### config.mk
export PLATFORM = sky130hd
export DESIGN_NAME = irq_event_ctrl
export DESIGN_NICKNAME = d
export VERILOG_FILES = /design/src/rtl/iec_pkg.sv /design/src/rtl/iec_decode.sv /design/src/rtl/iec_src_bank.sv /design/src/rtl/iec_pick.sv /design/src/rtl/irq_event_ctrl.sv
export SDC_FILE = /design/constraint.sdc
export NUM_CORES = 2
export LEC_CHECK = 0
export BUFFER_PORTS_ARGS = -buffer_cell sky130_fd_sc_hd__buf_2
export CAP_MARGIN = 10
export CORE_MARGIN = 5
export CORE_UTILIZATION = 25
export CTS_BUF_LIST = sky130_fd_sc_hd__clkbuf_16
export DETAILED_ROUTE_END_ITERATION = 10
export GPL_ROUTABILITY_DRIVEN = 1
export PLACE_DENSITY = 0.4
export SLEW_MARGIN = 15
export SYNTH_ARGS = -nofsm -noshare
export SYNTH_HDL_FRONTEND = slang
export SYNTH_SLANG_ARGS = --single-unit
### constraint.sdc
create_clock -name clk -period 4.15 [get_ports clk]
set_input_delay 0.6225 -clock clk [delete_from_list [all_inputs] [get_ports clk]]
set_output_delay 0.6225 -clock clk [all_outputs]
set_load 0.05 [all_outputs]
### src/rtl/iec_pkg.sv
package iec_pkg;
   // Register word width and byte offsets of each register region.
   localparam int unsigned WORD_W    = 32;
   localparam int unsigned OFS_INFO  = 'h000;
   localparam int unsigned OFS_EVT   = 'h010;
   localparam int unsigned OFS_MSET  = 'h100;
   localparam int unsigned OFS_MCLR  = 'h180;
   localparam int unsigned OFS_SSET  = 'h200;
   localparam int unsigned OFS_SCLR  = 'h280;
   localparam int unsigned OFS_TGT   = 'h400;
   localparam int unsigned MAX_WORDS = 32;

   // Event word type code for a hardware source.
   localparam logic [15:0] EVT_KIND_HW = 16'd1;

   // Selects the find-first structure.
   typedef enum int unsigned {
      PICK_LINEAR = 0,
      PICK_GROUPED = 1
   } pick_style_e;
endpackage

### src/rtl/iec_decode.sv
module iec_decode import iec_pkg::*; #(
   parameter int unsigned NUM_SRC   = 64,
   parameter int unsigned NUM_CPU   = 4,
   parameter int unsigned ADDR_W    = 12,
   localparam int unsigned NUM_WORDS = (NUM_SRC + WORD_W - 1) / WORD_W
) (
   input  logic [ADDR_W-1:0]    addr,
   input  logic                 wr,
   input  logic                 rd,
   output logic [NUM_WORDS-1:0] mset_we,
   output logic [NUM_WORDS-1:0] mclr_we,
   output logic [NUM_WORDS-1:0] sset_we,
   output logic [NUM_WORDS-1:0] sclr_we,
   output logic [NUM_SRC-1:0]   tgt_we,
   output logic [NUM_CPU-1:0]   evt_re
);
   for (genvar w = 0; w < NUM_WORDS; w++) begin : g_word
      assign mset_we[w] = wr && (addr == ADDR_W'(OFS_MSET + 4 * w));
      assign mclr_we[w] = wr && (addr == ADDR_W'(OFS_MCLR + 4 * w));
      assign sset_we[w] = wr && (addr == ADDR_W'(OFS_SSET + 4 * w));
      assign sclr_we[w] = wr && (addr == ADDR_W'(OFS_SCLR + 4 * w));
   end

   for (genvar n = 0; n < NUM_SRC; n++) begin : g_tgt
      assign tgt_we[n] = wr && (addr == ADDR_W'(OFS_TGT + 4 * n));
   end

   for (genvar c = 0; c < NUM_CPU; c++) begin : g_evt
      assign evt_re[c] = rd && (addr == ADDR_W'(OFS_EVT + 4 * c));
   end
endmodule

### src/rtl/iec_src_bank.sv
module iec_src_bank import iec_pkg::*; #(
   parameter int unsigned NUM_SRC   = 64,
   parameter int unsigned NUM_CPU   = 4,
   localparam int unsigned NUM_WORDS = (NUM_SRC + WORD_W - 1) / WORD_W
) (
   input  logic                              clk,
   input  logic                              rst_n,
   input  logic [WORD_W-1:0]                 wdata,
   input  logic [NUM_WORDS-1:0]              mset_we,
   input  logic [NUM_WORDS-1:0]              mclr_we,
   input  logic [NUM_WORDS-1:0]              sset_we,
   input  logic [NUM_WORDS-1:0]              sclr_we,
   input  logic [NUM_SRC-1:0]                tgt_we,
   input  logic [NUM_SRC-1:0]                ack,
   output logic [NUM_SRC-1:0]                mask_q,
   output logic [NUM_SRC-1:0]                soft_q,
   output logic [NUM_SRC-1:0][NUM_CPU-1:0]   tgt_q
);
   for (genvar n = 0; n < NUM_SRC; n++) begin : g_src
      localparam int unsigned W = n / WORD_W;
      localparam int unsigned B = n % WORD_W;

      // The acknowledge from an event read wins over a clear in the same cycle.
      always_ff @(posedge clk) begin
         if (!rst_n) begin
            mask_q[n] <= 1'b1;
         end else if (ack[n] || (mset_we[W] && wdata[B])) begin
            mask_q[n] <= 1'b1;
         end else if (mclr_we[W] && wdata[B]) begin
            mask_q[n] <= 1'b0;
         end
      end

      always_ff @(posedge clk) begin
         if (!rst_n) begin
            soft_q[n] <= 1'b0;
         end else if (sset_we[W] && wdata[B]) begin
            soft_q[n] <= 1'b1;
         end else if (sclr_we[W] && wdata[B]) begin
            soft_q[n] <= 1'b0;
         end
      end

      always_ff @(posedge clk) begin
         if (!rst_n) begin
            tgt_q[n] <= NUM_CPU'(1);
         end else if (tgt_we[n]) begin
            tgt_q[n] <= wdata[NUM_CPU-1:0];
         end
      end
   end
endmodule

### src/rtl/iec_pick.sv
module iec_pick import iec_pkg::*; #(
   parameter int unsigned N     = 64,
   parameter int unsigned IW    = 6,
   parameter int unsigned STYLE = PICK_GROUPED
) (
   input  logic [N-1:0]  req,
   output logic          any,
   output logic [IW-1:0] idx
);
   if (STYLE == PICK_LINEAR) begin : g_linear
      always_comb begin
         any = |req;
         idx = '0;
         for (int i = N - 1; i >= 0; i--) begin
            if (req[i]) idx = IW'(i);
         end
      end
   end else begin : g_grouped
      localparam int unsigned GRP = WORD_W;
      localparam int unsigned NG  = (N + GRP - 1) / GRP;

      logic [NG*GRP-1:0]   req_pad;
      logic [NG-1:0]       g_any;
      logic [NG-1:0][4:0]  g_idx;

      always_comb begin
         req_pad = '0;
         req_pad[N-1:0] = req;
      end

      // First stage: find-first inside each 32-bit group, all groups in parallel.
      for (genvar g = 0; g < NG; g++) begin : g_grp
         always_comb begin
            g_any[g] = |req_pad[g*GRP +: GRP];
            g_idx[g] = '0;
            for (int b = GRP - 1; b >= 0; b--) begin
               if (req_pad[g*GRP + b]) g_idx[g] = 5'(b);
            end
         end
      end

      // Second stage: the lowest group that has a request supplies the index.
      always_comb begin
         any = |g_any;
         idx = '0;
         for (int g = NG - 1; g >= 0; g--) begin
            if (g_any[g]) idx = IW'(g * GRP + int'(g_idx[g]));
         end
      end
   end
endmodule

### src/rtl/irq_event_ctrl.sv
module irq_event_ctrl import iec_pkg::*; #(
   parameter int unsigned NUM_SRC    = 64,
   parameter int unsigned NUM_CPU    = 4,
   parameter int unsigned ADDR_W     = 12,
   parameter int unsigned PICK_STYLE = PICK_GROUPED
) (
   input  logic                clk,
   input  logic                rst_n,
   input  logic [NUM_SRC-1:0]  irq_in,
   input  logic [ADDR_W-1:0]   bus_addr,
   input  logic                bus_wr,
   input  logic [31:0]         bus_wdata,
   input  logic                bus_rd,
   output logic [31:0]         bus_rdata,
   output logic [NUM_CPU-1:0]  irq_out
);
   localparam int unsigned NUM_WORDS = (NUM_SRC + WORD_W - 1) / WORD_W;
   localparam int unsigned PAD_W     = NUM_WORDS * WORD_W;
   localparam int unsigned IDX_W     = (NUM_SRC > 1) ? $clog2(NUM_SRC) : 1;

   // Elaboration-time parameter checks.
   if (NUM_SRC < 1 || NUM_SRC > 65535) begin : g_bad_src
      $error("irq_event_ctrl: NUM_SRC out of range");
   end
   if (NUM_CPU < 1 || NUM_CPU > WORD_W) begin : g_bad_cpu
      $error("irq_event_ctrl: NUM_CPU out of range");
   end
   if (NUM_WORDS > MAX_WORDS) begin : g_bad_words
      $error("irq_event_ctrl: set/clear arrays overflow their regions");
   end
   if (OFS_TGT + 4 * NUM_SRC > (1 << ADDR_W)) begin : g_bad_addr
      $error("irq_event_ctrl: ADDR_W too narrow for target registers");
   end
   if (PICK_STYLE != PICK_LINEAR && PICK_STYLE != PICK_GROUPED) begin : g_bad_style
      $error("irq_event_ctrl: unknown PICK_STYLE");
   end

   logic [NUM_WORDS-1:0]             mset_we, mclr_we, sset_we, sclr_we;
   logic [NUM_SRC-1:0]               tgt_we;
   logic [NUM_CPU-1:0]               evt_re;
   logic [NUM_SRC-1:0]               mask_q, soft_q, live, ack;
   logic [NUM_SRC-1:0][NUM_CPU-1:0]  tgt_q;
   logic [NUM_CPU-1:0][NUM_SRC-1:0]  cpu_pend;
   logic [NUM_CPU-1:0]               pick_any;
   logic [NUM_CPU-1:0][IDX_W-1:0]    pick_idx;
   logic [NUM_CPU-1:0][31:0]         evt_word;
   logic [PAD_W-1:0]                 mask_pad, soft_pad;
   logic [31:0]                      rd_next;

   iec_decode #(
      .NUM_SRC (NUM_SRC),
      .NUM_CPU (NUM_CPU),
      .ADDR_W  (ADDR_W)
   ) decode_i (
      .addr    (bus_addr),
      .wr      (bus_wr),
      .rd      (bus_rd),
      .mset_we (mset_we),
      .mclr_we (mclr_we),
      .sset_we (sset_we),
      .sclr_we (sclr_we),
      .tgt_we  (tgt_we),
      .evt_re  (evt_re)
   );

   iec_src_bank #(
      .NUM_SRC (NUM_SRC),
      .NUM_CPU (NUM_CPU)
   ) bank_i (
      .clk     (clk),
      .rst_n   (rst_n),
      .wdata   (bus_wdata),
      .mset_we (mset_we),
      .mclr_we (mclr_we),
      .sset_we (sset_we),
      .sclr_we (sclr_we),
      .tgt_we  (tgt_we),
      .ack     (ack),
      .mask_q  (mask_q),
      .soft_q  (soft_q),
      .tgt_q   (tgt_q)
   );

   assign live = (irq_in | soft_q) & ~mask_q;

   for (genvar c = 0; c < NUM_CPU; c++) begin : g_cpu
      always_comb begin
         for (int n = 0; n < NUM_SRC; n++) begin
            cpu_pend[c][n] = live[n] & tgt_q[n][c];
         end
      end

      iec_pick #(
         .N     (NUM_SRC),
         .IW    (IDX_W),
         .STYLE (PICK_STYLE)
      ) pick_i (
         .req (cpu_pend[c]),
         .any (pick_any[c]),
         .idx (pick_idx[c])
      );

      assign evt_word[c] = pick_any[c] ? {EVT_KIND_HW, 16'(pick_idx[c])} : 32'd0;
      assign irq_out[c]  = pick_any[c];
   end

   // One-hot acknowledge of the source chosen by the CPU that reads its event word.
   always_comb begin
      ack = '0;
      for (int c = 0; c < NUM_CPU; c++) begin
         if (evt_re[c] && pick_any[c]) ack[pick_idx[c]] = 1'b1;
      end
   end

   always_comb begin
      mask_pad = '0;
      mask_pad[NUM_SRC-1:0] = mask_q;
      soft_pad = '0;
      soft_pad[NUM_SRC-1:0] = soft_q;
   end

   always_comb begin
      rd_next = '0;
      if (bus_addr == ADDR_W'(OFS_INFO)) rd_next = {16'd0, 16'(NUM_SRC)};
      for (int c = 0; c < NUM_CPU; c++) begin
         if (evt_re[c]) rd_next = evt_word[c];
      end
      for (int w = 0; w < NUM_WORDS; w++) begin
         if (bus_addr == ADDR_W'(OFS_MSET + 4 * w) || bus_addr == ADDR_W'(OFS_MCLR + 4 * w))
            rd_next = mask_pad[w*WORD_W +: WORD_W];
         if (bus_addr == ADDR_W'(OFS_SSET + 4 * w) || bus_addr == ADDR_W'(OFS_SCLR + 4 * w))
            rd_next = soft_pad[w*WORD_W +: WORD_W];
      end
      for (int n = 0; n < NUM_SRC; n++) begin
         if (bus_addr == ADDR_W'(OFS_TGT + 4 * n)) rd_next = 32'(tgt_q[n]);
      end
   end

   always_ff @(posedge clk) begin
      if (!rst_n) begin
         bus_rdata <= '0;
      end else if (bus_rd) begin
         bus_rdata <= rd_next;
      end
   end
endmodule

==> results.py <==
metrics = {
    "sta": {
        "drv_slew": 0,
        "fmax_mhz": 242,
        "finalCriticalPeriod_ns": 4.13,
        "rsz0062_at_grt": "no",
        "fin_ws_ns": 0.0225,
        "fin_crit_sh_pct": 99.5,
        "setup_viol": 0,
        "fin_setup_tns_ns": 0,
        "tightest_slew_ns": 1.14,
        "fin_worst_skew_ns": 0.0424,
        "hold-worst-slack_ns": 0.310,
        "relSlewSlack_pct": 24.1,
        "finalHoldViolCount": 0,
    },
    "cells_and_area": {
        "fin_nets": 4533,
        "layout_common_cells": "nand2_1 (867), buf_4 (631), dfxtp_1 (413)",
        "instances_no_fill": 5951,
        "diodes": 0,
        "drive_gt1_share_pct": 23.0,
        "postLayoutCoreUtil_pct": 32.5,
        "final_common_cell": "nand2_1",
        "area_growth_pct": 29.6,
        "fill_cells": 12100,
        "fin_area_um2": 35900,
    },
    "routing": {
        "met1_length_um": 83900,
        "via_per_inst": 6.02,
        "drt_iter0_drc": 4848,
        "drc": 0,
        "detail_route.wirelength_um": 198000,
        "met2WireLength_um": 81800,
        "dr_wl_met3_um": 19400,
        "highest_layer": "met5",
        "dr_total_vias": 35800,
        "drt-pass1-iter-count": 7,
        "wire_per_inst_um": 33.3,
        "drtAntennaViolNets": 0,
    },
    "setup_path": {
        "worstSetupStartpointType": "flop",
        "arrival_ns": 3.50,
        "critPathKind": "flop to output port",
        "endpoint_kind": "output port",
        "cp.required_ns": 3.53,
        "rrSetupSlack_ns": 0.09,
        "worstPathMaxFanout": 7,
    },
    "logic_synthesis": {
        "syn_inst": 3881,
        "synth_warnings": 0,
        "ys_seq_area_share_pct": 30.1,
        "async_flop_share_pct": 0,
        "ys_ff_latch": 416,
        "synth.net_count": 3993,
        "synth_cell_type_count": 114,
        "synth_area_per_cell_um2": 7.13,
        "synth_edf_count": 0,
        "syn-cell-area_um2": 27700,
        "ys.flop_type": "dfxtp_1",
    },
    "hold_path": {
        "hp-class": "input pin to flop",
    },
    "place": {
        "pre_cts_slack_ns": -0.292,
        "dp.cells": 5853,
        "portBuffers": 147,
        "place_area_um2": 34200,
        "place_congestion": 1.10,
        "dp_hpwl_um": 160000,
    },
    "floorplan": {
        "die_y_um": 343,
        "start_util_pct": 25.1,
        "rows": 122,
        "die_w_um": 343,
        "io-pin-count": 148,
        "core_um2": 110000,
        "die_area_um2": 117000,
    },
    "power_and_ir_drop": {
        "powerDensity_nw_per_um2": 254,
        "p_total_mw": 9.09,
        "leakagePower_nw": 13.6,
        "ir_drop_v": 0.000254,
    },
    "global_route": {
        "antenna_found_initial": 5,
        "grt_max_degree": 138,
        "track_usage_pct": 32.4,
        "grt_pass1_wl_um": 273000,
        "gr-total-overflow": 0,
        "grt_pass1_vias": 33800,
    },
    "status": {
        "status": "completed",
    },
    "clock_tree": {
        "clock-root-buffer": "clkbuf_16",
        "tritoncts.num_buffers": 53,
        "clock_path_buffers": 3,
        "clock_latency_ns": 0.69,
        "htree_levels": 2,
        "clock_sinks": 416,
        "hold_buffers": 0,
        "cts_tree": "done",
        "path_clk_slew_ns": 0.06,
    },
    "job": {
        "cap_violations": 0,
    },
}
## metal layers
layer / track usage [%] / up-vias
met4: 17.2 / 2
met3: 7.24 / 454
met2: 47.7 / 2181
met5: 0 / -
met1: 44.1 / 17600
li1: - / 15600
## sequential cells by signal, indices dropped and copies added, names as in the netlist
| signal | flops |
|---|---|
| bank_i.tgt_q | 256 |
| bank_i.mask_q | 64 |
| bus_rdata | 32 |
| bank_i.soft_q | 64 |
## power by group
group / switching (mW) / total (mW) / internal, mW
combinational: 0.419 / 0.550 / 0.131
clock: 2.10 / 4.54 / 2.44
sequential: 0.00209 / 4.00 / 3.99
## worst paths after layout
check / start / cells after the start / to
setup / recovery: bank_i.mask_q[30] / 10 / irq_out[1]
hold / removal: bus_wdata[11] / 3 / bank_i.soft_q[43]
setup reg to reg: bank_i.mask_q[48] / 15 / bank_i.mask_q[58]
hold reg to reg: bus_rdata[23] / 2 / bus_rdata[23]
## cells in the mapped netlist, drive strengths merged (10+ instances only)
cell | instances | share of area [%]
nand2b | 35 | 0.82
buf | 68 | 1.5
dfxtp | 416 | 30
a211oi | 21 | 0.57
a2111oi | 12 | 0.38
nor3 | 62 | 1.2
or3 | 12 | 0.31
nand3 | 402 | 7.3
o22ai | 28 | 0.63
nor4 | 29 | 0.83
and2 | 35 | 0.81
o21ai | 83 | 1.5
a221o | 66 | 2.4
a21o | 35 | 0.98
nor2 | 294 | 4.1
mux2i | 18 | 0.65
o21ba | 64 | 2.3
or2 | 10 | 0.23
a222oi | 29 | 1.0
nand2 | 870 | 12
and3 | 14 | 0.32
a22o | 26 | 0.82
o221ai | 34 | 1.1
a22oi | 214 | 6.3
inv | 32 | 0.43
a221oi | 66 | 2.2
nor2b | 19 | 0.47
and4 | 10 | 0.33
a32o | 19 | 0.69
clkbuf | 243 | 3.4
a21boi | 10 | 0.28
a21oi | 317 | 5.7
a32oi | 21 | 0.66
nand4 | 47 | 1.1
o2111ai | 19 | 0.62
o211ai | 58 | 1.6
a211o | 13 | 0.44
a31oi | 23 | 0.57
## worst max-delay path, stage by stage (launching register included)
cell and delay [ns]:
dfxtp_1 0.54, o21ba_1 0.26, buf_4 0.19, a22oi_1 0.24, nand4_1 0.15, buf_4 0.19, nand2b_4 0.14, or4_4 0.57
nand2b_1 0.19, buf_4 0.14, buf_4 0.20
## kinds of logic after synthesis
| kind of cell | after synthesis | synth area share, % |
|---|---|---|
| AO/OA/AOI/OAI | 1227 | 33.1 |
| XOR/XNOR | 1 | 0.0317 |
| buffers and inverters | 343 | 5.34 |
| flip-flops | 416 | 30.1 |
| multiplexers | 18 | 0.651 |
| AND/OR/NAND/NOR | 1876 | 30.8 |
## layout make-up
cell class	count	area (µm²)	area share [%]
clock buffer	53	1330	3.70
clock inverter	44	274	0.764
sequential	416	8330	23.2
tap	1488	1860	5.19
multi-input combinational	3122	18000	50.2
timing repair buffer	796	5930	16.5
inverter	32	128	0.356
## what timing repair did
item | 4_1_cts | 5_1_grt
endpoints found under the setup margin | 4 | 8
gates resized for setup | 11 | 11
pin swaps | 0 | 1
setup buffers | 1 | 0
Power figures use the tool's default switching activity.
